==> config.mk <==
export PLATFORM = sky130hd
export DESIGN_NAME = pcam_search
export DESIGN_NICKNAME = d
export VERILOG_FILES = /design/src/rtl/pcam_search.sv
export SDC_FILE = /design/constraint.sdc
export NUM_CORES = 1
export LEC_CHECK = 0
export ABC_CLOCK_PERIOD_IN_PS = 8200
export BUFFER_PORTS_ARGS = -buffer_cell sky130_fd_sc_hd__buf_2
export CORE_ASPECT_RATIO = 1.2
export CORE_UTILIZATION = 65
export DETAILED_ROUTE_END_ITERATION = 10
export GPL_TIMING_DRIVEN = 0
export PLACE_DENSITY_LB_ADDON = 0.3
export SLEW_MARGIN = 0
export SYNTH_ARGS = -nofsm -noshare
export SYNTH_HDL_FRONTEND = slang
export SYNTH_SLANG_ARGS = --single-unit
==> constraint.sdc <==
create_clock -name clk -period 8.2 [get_ports clk]
set_clock_uncertainty 0.05 [all_clocks]
set_input_delay 1.23 -clock clk [delete_from_list [all_inputs] [get_ports clk]]
set_output_delay 1.23 -clock clk [all_outputs]
set_load 0.02 [all_outputs]
==> src/rtl/pcam_search.sv <==
module pcam_search #(
  parameter int ENTRIES = 8,
  parameter int WIDTH   = 16,
  localparam int AW = (ENTRIES > 1) ? $clog2(ENTRIES) : 1,
  localparam int CW = $clog2(ENTRIES + 1)
) (
  input  logic               clk,
  input  logic               rst_n,
  input  logic               wr_en,
  input  logic [AW-1:0]      wr_addr,
  input  logic [WIDTH-1:0]   wr_data,
  input  logic               wr_valid,
  input  logic               srch_start,
  input  logic [WIDTH-1:0]   srch_key,
  output logic               res_valid,
  output logic               res_hit,
  output logic [AW-1:0]      res_addr,
  output logic [ENTRIES-1:0] res_match,
  output logic [CW-1:0]      res_active
);

  logic [WIDTH-1:0]   mem_data [ENTRIES];
  logic [ENTRIES-1:0] mem_par, mem_vld;

  wire wr_ok   = wr_en && (int'(wr_addr) < ENTRIES);
  wire key_par = ^srch_key;

  always_ff @(posedge clk or negedge rst_n) begin
    if (!rst_n) begin
      mem_par <= '0;
      mem_vld <= '0;
      for (int i = 0; i < ENTRIES; i++) mem_data[i] <= '0;
    end else if (wr_ok) begin
      mem_data[wr_addr] <= wr_data;
      mem_par[wr_addr]  <= ^wr_data;
      mem_vld[wr_addr]  <= wr_valid;
    end
  end

  logic [ENTRIES-1:0] filt_d;
  always_comb begin
    for (int i = 0; i < ENTRIES; i++)
      filt_d[i] = mem_vld[i] && (mem_par[i] == key_par);
  end

  logic               s1_v;
  logic [WIDTH-1:0]   s1_key;
  logic [ENTRIES-1:0] s1_filt;
  logic               snap_en;
  logic [AW-1:0]      snap_addr;
  logic [WIDTH-1:0]   snap_data;

  always_ff @(posedge clk or negedge rst_n) begin
    if (!rst_n) begin
      s1_v      <= 1'b0;
      s1_key    <= '0;
      s1_filt   <= '0;
      snap_en   <= 1'b0;
      snap_addr <= '0;
      snap_data <= '0;
    end else begin
      s1_v <= srch_start;
      if (srch_start) begin
        s1_key    <= srch_key;
        s1_filt   <= filt_d;
        snap_en   <= wr_ok;
        snap_addr <= wr_addr;
        snap_data <= wr_ok ? mem_data[wr_addr] : '0;
      end
    end
  end

  logic [ENTRIES-1:0] match_d;
  logic [AW-1:0]      addr_d;
  logic [CW-1:0]      cnt_d;

  always_comb begin
    for (int i = 0; i < ENTRIES; i++) begin
      if (snap_en && snap_addr == AW'(i))
        match_d[i] = s1_filt[i] && (snap_data == s1_key);
      else
        match_d[i] = s1_filt[i] && (mem_data[i] == s1_key);
    end
  end

  always_comb begin
    addr_d = '0;
    for (int i = ENTRIES - 1; i >= 0; i--)
      if (match_d[i]) addr_d = AW'(i);
  end

  always_comb begin
    cnt_d = '0;
    for (int i = 0; i < ENTRIES; i++) cnt_d = cnt_d + CW'(s1_filt[i]);
  end

  always_ff @(posedge clk or negedge rst_n) begin
    if (!rst_n) begin
      res_valid  <= 1'b0;
      res_hit    <= 1'b0;
      res_addr   <= '0;
      res_match  <= '0;
      res_active <= '0;
    end else begin
      res_valid <= s1_v;
      if (s1_v) begin
        res_hit    <= |match_d;
        res_addr   <= addr_d;
        res_match  <= match_d;
        res_active <= cnt_d;
      end
    end
  end


  latency_chk: assert property (@(posedge clk) disable iff (!rst_n)
    res_valid |-> $past(srch_start, 2));


  lowest_first_chk: assert property (@(posedge clk) disable iff (!rst_n)
    res_hit |-> ((res_match & ((ENTRIES'(1) << res_addr) - ENTRIES'(1))) == '0));


  hit_points_chk: assert property (@(posedge clk) disable iff (!rst_n)
    res_hit |-> res_match[res_addr]);


  active_bound_chk: assert property (@(posedge clk) disable iff (!rst_n)
    res_valid |-> ($countones(res_match) <= int'(res_active)));


  hold_chk: assert property (@(posedge clk) disable iff (!rst_n)
    !res_valid |-> ($stable(res_match) && $stable(res_addr) && $stable(res_active)));

endmodule

==> results by stage, run 1 <==
Min path:
- The path class of the tightest hold or removal check is reg -> reg.
- The worst hold path begins at s1_v$_DFF_PN0_.
- The hold-critical path endpoint is res_valid$_DFF_PN0_.
- Along the worst hold path, the cell count comes to 0.

Power:
- Summed over all cells, the static leakage comes to 5.03 nW.
- The power density relative to cell area is around 270 mW/mm².
- VDD sags by at most 0.206 mV.
- The design draws 3.36 mW.

Routing:
- Using the TritonRoute via totals, the vias-per-cell ratio works out to 6.38.
- The average routed wire per standard cell is 25.7 µm.
- The number of remaining DRC errors is 0.
- The remaining number of nets flagged by the antenna check after routing is 0.
- After the first detailed-routing iteration, the DRC count stood at around 900.
- The via count is around 7400.
- The total wirelength of the detailed-routed design is about 30000 µm.
- The number of iterations in the first detailed-routing pass is 7.

Synth:
- Sorting the synthesized cells by how often they occur yields 206 x dfrtp_1, 162 x mux2_2, 155 x xnor2_1.
- For this run, the register share of the synthesized area comes to 46.4%.
- Counting flops and latches in the post-synthesis netlist gives 206.
- By area the synthesized netlist is led by dfrtp_1 46%, mux2_2 16%, xnor2_1 12%.
- In the synthesized netlist the dominant register cell turns out to be dfrtp_1.
- The distinct cell type count of the synthesized netlist is 47.
- The mean area per synthesized cell is approximately 13 µm².
- The cell with the most instances after synthesis is dfrtp_1.
- The number of nets in the synthesized netlist is 918.
- The number of warning messages in the yosys log is 0.
- Of the post-synthesis cell area, the dominant cell type holds 46.4%.
- Counting flops with an async set or reset pin after synthesis yields a share of 100%.
- The count of flip-flops with a built-in enable after synthesis is 0.
- The number of instances in the synthesized netlist is 871.
- The combined area of all synthesized cells is 0.0111 mm².
- The biggest area contributor in the post-synthesis netlist is dfrtp_1.

Global routing:
- The number of global-route vias before repair is 7587.
- The layer with the highest usage is met2.
- The met2 global-route usage is 55.7%.
- The initial antenna violation count is 0.
- For met1 alone, demand over resource in global routing was 48.3%.
- Global routing finished with a remaining overflow of 0.
- Entering global routing, the biggest net connects 116 pins.
- The first global-routing pass estimated around 46000 µm of wire.
- The global-route usage over all layers is approximately 36%.
- For this run, global-route usage on met3 was measured as ~5.3%.

Clock tree:
- The clock tree from TritonCTS is done.
- The tree built by TritonCTS fans out to 206 sinks.
- In this run, post-CTS hold repair placed 0 buffers.
- After clock tree synthesis, the repair step resized 0 gates.
- The clock-pin slew reported for the worst setup and hold paths after clock tree synthesis is 0.06 ns.
- In this run, CTS created clock tree buffers numbering 21.
- The cell sitting at the root of the clock tree is a clkbuf_16.
- The longest clock path from root to sink contains 3 buffers.
- The number of levels the H-tree was split into is 1.
- The number of setup buffers added after CTS is 0.
- The clock reaches the later pin of the worst-skew pair after 0.52 ns.

Worst setup path:
- The start point of the critical path is s1_filt[0]$_DFFE_PN0P_.
- The delay of the slowest critical-path stage is 0.57 ns.
- The logic depth of the worst register-to-register path is 10.
- The data arrival time of the critical path is ~3.7 ns.
- The worst setup path is captured at a flop.
- The critical path goes through fa_1 > inv_1 > fa_1 > fa_1 > inv_1 > ha_1 > inv_1 > fa_1 > xnor2_1 > mux2_2.
- Among all stages on the critical path, the largest delay is contributed by fa_1.
- The worst setup path is launched from a flop.
- The worst setup path is of the reg -> reg kind.
- The largest driver fanout on the critical path is 4.
- The worst endpoint required time is 8.55 ns.
- The worst-case register-to-register setup slack is about 4.9 ns.
- The launching point of the worst reg2reg path is s1_filt[0]$_DFFE_PN0P_.
- The endpoint of the worst-slack reg-to-reg timing path is res_active[2]$_DFFE_PN0P_.
- The most numerous cell type found on the critical path is fa_1.

STA:
- At the pin with the least slew margin, the transition time is 1.11 ns.
- Setup repair after global routing left no endpoint under its margin.
- The max-slew violation count is 0.
- The worst slew margin relative to its limit is between 20 and 30%.
- The final number of hold-violating endpoints is 0.
- For the finished layout, the period the worst path requires is 3.31 ns.
- The highest clock rate is 302 MHz.
- The share of the clock period used by the worst path after layout is 40.4%.
- Setup violations remaining at the end of the flow were counted as 0.
- The post-route setup TNS is 0 ns.

Layout:
- The final core area utilization is 73.2%.
- The synthesis-to-finish area growth is 10.5%.
- The number of antenna diodes in the final layout is 0.
- The net count of the finished layout is 980.
- The share of cells above drive strength 1 is 31.9%.

Die:
- The width of the die is 121 µm.
- The initialized floorplan defines between 50 and 60 standard-cell rows.
- The die covers around 0.018 mm².
- The number of ports placed on the die boundary is between 50 and 60.
- Measured along the y axis, the die boundary spans between 100 and 150 µm.
- For this configuration, the core starts out at a cell density of 66.2%.
- After floorplanning, the core was sized to cover roughly 0.017 mm².

Place:
- At the end of routability-driven placement, the weighted congestion stood at 0.965.
- The half-perimeter wire length of the detailed placement result is about 21000 µm.
- The count of buffers inserted at the top-level ports is 38.

Status:
- The flow ran to the end, and the final reports show no timing, DRC or antenna violations.

Job:
- The tool flagged a number of max-cap violations equal to 0.
==> layout make-up <==
| class | count | area [µm²] |
|---|---|---|
| fill | 1169 | 4510 |
| tap | 216 | 270 |
| sequential | 206 | 5150 |
| inverter | 38 | 143 |
| buffer | 66 | 373 |
| clock inverter | 4 | 23.8 |
| timing repair buffer | 39 | 228 |
| clock buffer | 33 | 641 |
| multi-input combinational | 561 | 5450 |
==> per-layer routing <==
layer / wire (µm) / up-vias
met5: 0 / -
met4: 1810 / 0
met3: 1930 / 105
met2: 14400 / 340
met1: 11800 / 3791
li1: - / 3180
==> how the worst max path moves through the flow <==
stage                           endpoint  slack [ns]  cells past startpoint
2_1_floorplan  res_active[2]$_DFFE_PN0P_        5.12                     10
3_3_place_gp   mem_data[105]$_DFFE_PN0P_        2.40                      1
3_5_place_dp    mem_data[42]$_DFFE_PN0P_        4.51                      6
4_1_cts        res_active[2]$_DFFE_PN0P_        4.88                     10
5_1_grt        res_active[2]$_DFFE_PN0P_        4.81                     10
6_report       res_active[2]$_DFFE_PN0P_        4.89                     10
==> per-stage QoR <==
stage	worst slack (ns)	cell area [µm²]	hold slack, ns	cells
final	4.89	12300	0.334	1163
after global routing	4.81	12300	0.348	1163
after CTS	4.88	12300	0.329	1163
after detailed placement	4.51	11600	0.315	1126
after global placement	2.40	11600	0.306	1125
after floorplan	5.12	11100	0.302	871
==> kinds of logic (layout without fill, tap and decap cells) <==
group / count (synthesis) / after routing / synth area share, %
adders and majority gates: 7 / 7 / 1.06
buffers and inverters: 104 / 180 / 4.64
AOI/OAI and AO/OA: 56 / 56 / 3.25
and+or+nand+nor: 102 / 102 / 5.59
xor gates and xnor gates: 183 / 183 / 14.5
DFF: 206 / 206 / 46.4
muxes: 213 / 213 / 24.6
==> sequential cells by signal, indices dropped and copies added, names as in the netlist, 3 cells and up <==
name        flops
snap_data      16
res_match       8
mem_par         8
res_active      4
mem_data      128
res_addr        3
mem_vld         8
s1_filt         8
snap_addr       3
s1_key         16
==> worst max-delay path: cells and delay by family, from the launching register on <==
kind | cells | cell delay, ns
adder cells (fa/ha/maj) | 5 | 2.10
XOR/XNOR | 1 | 0.13
multiplexers | 1 | 0.25
buffers and inverters | 3 | 0.19
flip-flops | 1 | 0.47
==> power breakdown <==
group | switching (mW) | internal, mW
clock | 0.406 | 0.536
sequential | 0.199 | 1.23
combinational | 0.499 | 0.494
total | 1.10 | 2.26
==> placed cells by master (no fill, tap or decap), types with 2 or more instances in the layout <==
| cell type | count |
|---|---|
| dfrtp_1 | 206 |
| mux2_2 | 162 |
| xnor2_1 | 155 |
| buf_2 | 46 |
| inv_1 | 38 |
| mux4_2 | 32 |
| nand4_1 | 30 |
| xor2_1 | 27 |
| clkbuf_1 | 24 |
| buf_1 | 21 |
| clkbuf_16 | 21 |
| mux2i_1 | 19 |
| o22ai_1 | 18 |
| buf_6 | 14 |
| nand2_1 | 13 |
| o21ai_0 | 11 |
| nand3_1 | 11 |
| nor2_1 | 10 |
| a21oi_1 | 9 |
| nor4_1 | 9 |
| nor3_1 | 9 |
| clkbuf_8 | 7 |
| fa_1 | 4 |
| nand4b_1 | 3 |
| nand2b_1 | 3 |
| nor3b_1 | 3 |
| nor3_2 | 3 |
| o21ai_1 | 3 |
| a32oi_1 | 3 |
| ha_1 | 3 |
| clkinv_2 | 3 |
| buf_4 | 2 |
| o2111ai_1 | 2 |
| a22oi_1 | 2 |
| or4_1 | 2 |
| nor2b_4 | 2 |
Note: power is estimated with default switching activity, not from simulation.
==> run 2, diff against run 1 <==
--- a/config.mk
+++ b/config.mk
@@ -5,10 +5,10 @@
 export SDC_FILE = /design/constraint.sdc
 export NUM_CORES = 1
 export LEC_CHECK = 0
-export ABC_CLOCK_PERIOD_IN_PS = 8200
+export ABC_CLOCK_PERIOD_IN_PS = 3250
 export BUFFER_PORTS_ARGS = -buffer_cell sky130_fd_sc_hd__buf_2
 export CORE_ASPECT_RATIO = 1.2
-export CORE_UTILIZATION = 65
+export CORE_UTILIZATION = 62
 export DETAILED_ROUTE_END_ITERATION = 10
 export GPL_TIMING_DRIVEN = 0
 export PLACE_DENSITY_LB_ADDON = 0.3
==> constraint.sdc (replaced) <==
create_clock -name clk -period 3.25 [get_ports clk]
set_clock_uncertainty 0.05 [all_clocks]
set_input_delay 0.4875 -clock clk [delete_from_list [all_inputs] [get_ports clk]]
set_output_delay 0.4875 -clock clk [all_outputs]
set_load 0.02 [all_outputs]
==> run 2 against run 1 <==
Effect of this change:
- the run now ends with hold timing left
- utilization shrank 2.1 points
- clock power grew to 3.0 times the previous value
- design area grew 1.3%
- count of clock-buffer cells in the layout shrank 3
- global-route usage shrank 2.1 points
- highest routed layer unchanged
- critical path depth is the same
- critical endpoint unchanged
- largest power group unchanged
- sequential cell count is the same
- combinational power grew to 2.6 times the previous value
- register-to-register slack lost 4.8 ns
- sequential power grew to 2.5 times the previous value
- non-clock buffer count grew 1
==> results by stage, run 2 (synthesized netlist as in run 1, its figures left out) <==
Clock tree:
- The number of hold-repair buffers added at the cts stage is 0 (unchanged).
- The CTS buffer count is 22 (+4.8%).
- The clock insertion delay at the later pin of the skew report is 0.51 ns (about the same).
- The CTS sink count is 206 (unchanged).
- The clock tree from TritonCTS is done.
- The tree is rooted in a clkbuf_16.
- The buffer depth of the longest clock path is 3 (unchanged).
- The number of levels the H-tree was split into is 1 (unchanged).
- The clock-pin slew reported for the worst setup and hold paths after clock tree synthesis is 0.06 ns (about the same).

STA:
- The share of the clock period used by the worst path after layout was 98.0% (+58 points).
- The final number of hold-violating endpoints came to 14 (+14).
- Setup repair after global routing could not meet its margin everywhere.
- The final critical-path required period is 3.18 ns (-0.128 ns).
- The worst slew margin relative to its limit is 28.3% (+2.9 points).
- The highest clock rate is 314 MHz (+4.0%).
- The final setup violation count is 0 (unchanged).
- The max-slew violation count is 0 (unchanged).
- The worst hold margin is -0.0137 ns (-0.348 ns).
- The transition time of the tightest slew-check pin is 1.07 ns (-0.0430 ns).

Layout:
- The count of inserted antenna diode cells is 0 (unchanged).
- The final core area utilization is 71.1% (-2.1 points).
- In the final layout, the registers with the most flip-flops are mem_data (128), s1_key (16), snap_data (16).
- The library cells used most frequently in the layout, excluding fill and tap cells, are 204 x dfrtp_1, 162 x mux2_2, 154 x xnor2_1, 46 x buf_2, 36 x inv_1.
- The most frequent standard cell in the layout excluding fill and tap cells is dfrtp_1.
- The number of inserted filler cells in the final layout is 1268 (+8.5%).
- The share of cells above drive strength 1 was 32.9% (+0.99 points).
- The storage element area is 0.00516 mm² (about the same).
- The count of nets after finishing is 982 (+0.20%).
- The synthesis-to-finish area growth is 11.9%.
- The area of the multi-input gates is 0.00546 mm² (+0.23%).
- The flip-flop count of the largest register, all copies and words added came to 128 (unchanged).
- mem_data holds more flip-flops than any other register.
- The final cell area excluding filler cells came to 0.0124 mm² (+1.3%).

Min path:
- The path class of the tightest hold or removal check is in -> async.

Global routing:
- The initial antenna violation count was 0 (unchanged).
- The wire length of the first global-routing pass is 46200 µm (+0.32%).
- The maximum number of pins on one net before global-route repair is 106 (-8.6%).
- The total congestion overflow is 0 (unchanged).
- The global-route usage over all layers is 33.6% (-2.1 points).
- The number of global-route vias before repair is 7484 (-1.4%).

Status:
- The run finished, with violations left.
- The checks that failed: hold timing.

Power:
- The static leakage is 5.10 nW (+1.3%).
- The net switching share of the total power is 31.4% (-1.4 points).
- The post-layout total power came to 8.93 mW (+170%).
- The net switching component of the power came to 2.81 mW (+150%).
- The proportion of power drawn by flip-flops and latches came to 40.2% (-2.3 points).
- The clock group share of total power is 31.3% (+3.3 points).
- The internal power came to 6.12 mW (+170%).
- The worst voltage drop across the vdd grid was 0.426 mV (+110%).
- The power density relative to cell area is 718 mW/mm² (+160%).
- The combinational group share of total power is 28.5% (-1.0 points).

Worst setup path:
- The critical path goes through fa_1 > inv_2 > fa_1 > fa_1 > inv_1 > ha_2 > inv_2 > fa_2 > xnor2_2 > mux2_2.
- Broken down by cell family, the worst path's largest delay share belongs to adder cells.
- The largest individual stage delay along the critical path comes from the cell fa_1.
- The largest driver fanout on the critical path is 2 (-2).
- The critical path class is reg -> reg.
- The cell that appears most often on the critical path is fa_1.
- The worst-case register-to-register setup slack is 0.07 ns (-4.82 ns).
- The delay of the slowest critical-path stage is 0.56 ns (about the same).
- The worst endpoint required time came to 3.58 ns (-4.97 ns).
- The data arrival time of the critical path is 3.52 ns (-0.14 ns).
- The type of destination of the critical path is a flop.
- The sum of buffers and inverters on the critical path is 3 (unchanged).
- STA classifies the critical path startpoint as a flop.

Die:
- The width of the die was 124 µm (+2.3%).
- The count of standard-cell rows was 53 (+1.9%).
- The starting density of the core came to 63.5% (-2.7 points).
- The floorplan die height is 149 µm (+2.4%).
- The area of the die is 0.0185 mm² (+4.8%).
- The standard cell core area is 0.0175 mm² (+4.3%).
- The number of ports placed on the die boundary was 57 (unchanged).

Place:
- The count of buffers inserted at the top-level ports came to 38 (unchanged).
- The half-perimeter wire length of the detailed placement result is 21400 µm (about the same).
- The instance area at placement is 0.0116 mm² (about the same).
- The final weighted congestion of routability-driven global placement is 0.942 (-2.4%).

Routing:
- The via count is 7415 (-0.013%).
- The via count normalized by instance count came to 6.34 (-0.53%).
- The number of violations reported at the end of detailed-routing iteration 0 was 624 (-32%).
- The number of iterations in the first detailed-routing pass came to 5 (-2).
- The total wirelength of the detailed-routed design is 30200 µm (+0.83%).
- The remaining number of nets flagged by the antenna check after routing is 0 (unchanged).
- The number of remaining DRC errors was 0 (unchanged).
- The average routed wire per standard cell came to 25.8 µm (+0.31%).

Job:
- The total of max-cap violations was 0 (unchanged).
[run 2: worst reg2reg max path: cells and delay by family, from the launching register on]
family | cells | cell delay [ns]
mux | 1 | 0.25
fa+ha+maj | 5 | 2.08
flops | 1 | 0.40
buf+inv | 3 | 0.15
xor+xnor | 1 | 0.13
[run 2: cell type report]
| type | count | area share (%) |
|---|---|---|
| Buffer | 66 | 3.00 |
| Clock buffer | 30 | 5.08 |
| Sequential cell | 206 | 41.5 |
| Multi-Input combinational cell | 561 | 43.9 |
| Timing Repair Buffer | 40 | 1.89 |
| Clock inverter | 8 | 1.35 |
| Inverter | 38 | 1.15 |
| Tap cell | 220 | 2.21 |
[run 2: path summary, 6_finish.rpt]
check,start,cells after the start,to
worst max-delay path,s1_filt[1]$_DFFE_PN0P_,10,res_active[2]$_DFFE_PN0P_
worst min-delay path,rst_n,1,s1_key[5]$_DFFE_PN0P_
worst max register to register,s1_filt[1]$_DFFE_PN0P_,10,res_active[2]$_DFFE_PN0P_
worst min register to register,s1_v$_DFF_PN0_,0,res_valid$_DFF_PN0_
max in group asynchronous,rst_n,2,snap_data[13]$_DFFE_PN0P_
min in group clk,srch_start,1,s1_v$_DFF_PN0_
[run 2: timing repair]
| item | CTS | global route |
|---|---|---|
| resized for setup | 1 | 6 |
| setup endpoints to repair | 1 | 1 |
| buffers inserted | 1 | 0 |
| pin swaps | 0 | 5 |
[run 2: power groups by stage]
stage               logic, mW  clock network (mW)  registers, mW
floorplan                1.79                   0           3.50
global placement         2.39                   0           3.59
detailed placement       2.47                   0           3.62
CTS                      2.50                2.80           3.58
global route             2.72                2.90           3.65
finish                   2.54                2.79           3.59
[run 2: per-layer routing]
layer  global-route usage [%]  share of wire [%]
met3                     5.40                7.2
met1                     43.8                 39
met2                     54.9                 48
met5                        0                  0
met4                     17.2                5.5
[run 2: metrics by stage]
stage | setup WS [ns] | TNS [ns] | instances
finish | 0.0666 | 0 | 1169
global route | -0.0367 | -0.0367 | 1169
CTS | 0.0317 | 0 | 1169
detailed placement | -0.0125 | -0.0125 | 1130
global placement | -1.84 | -374.40 | 1129
floorplan | 0.172 | 0 | 871
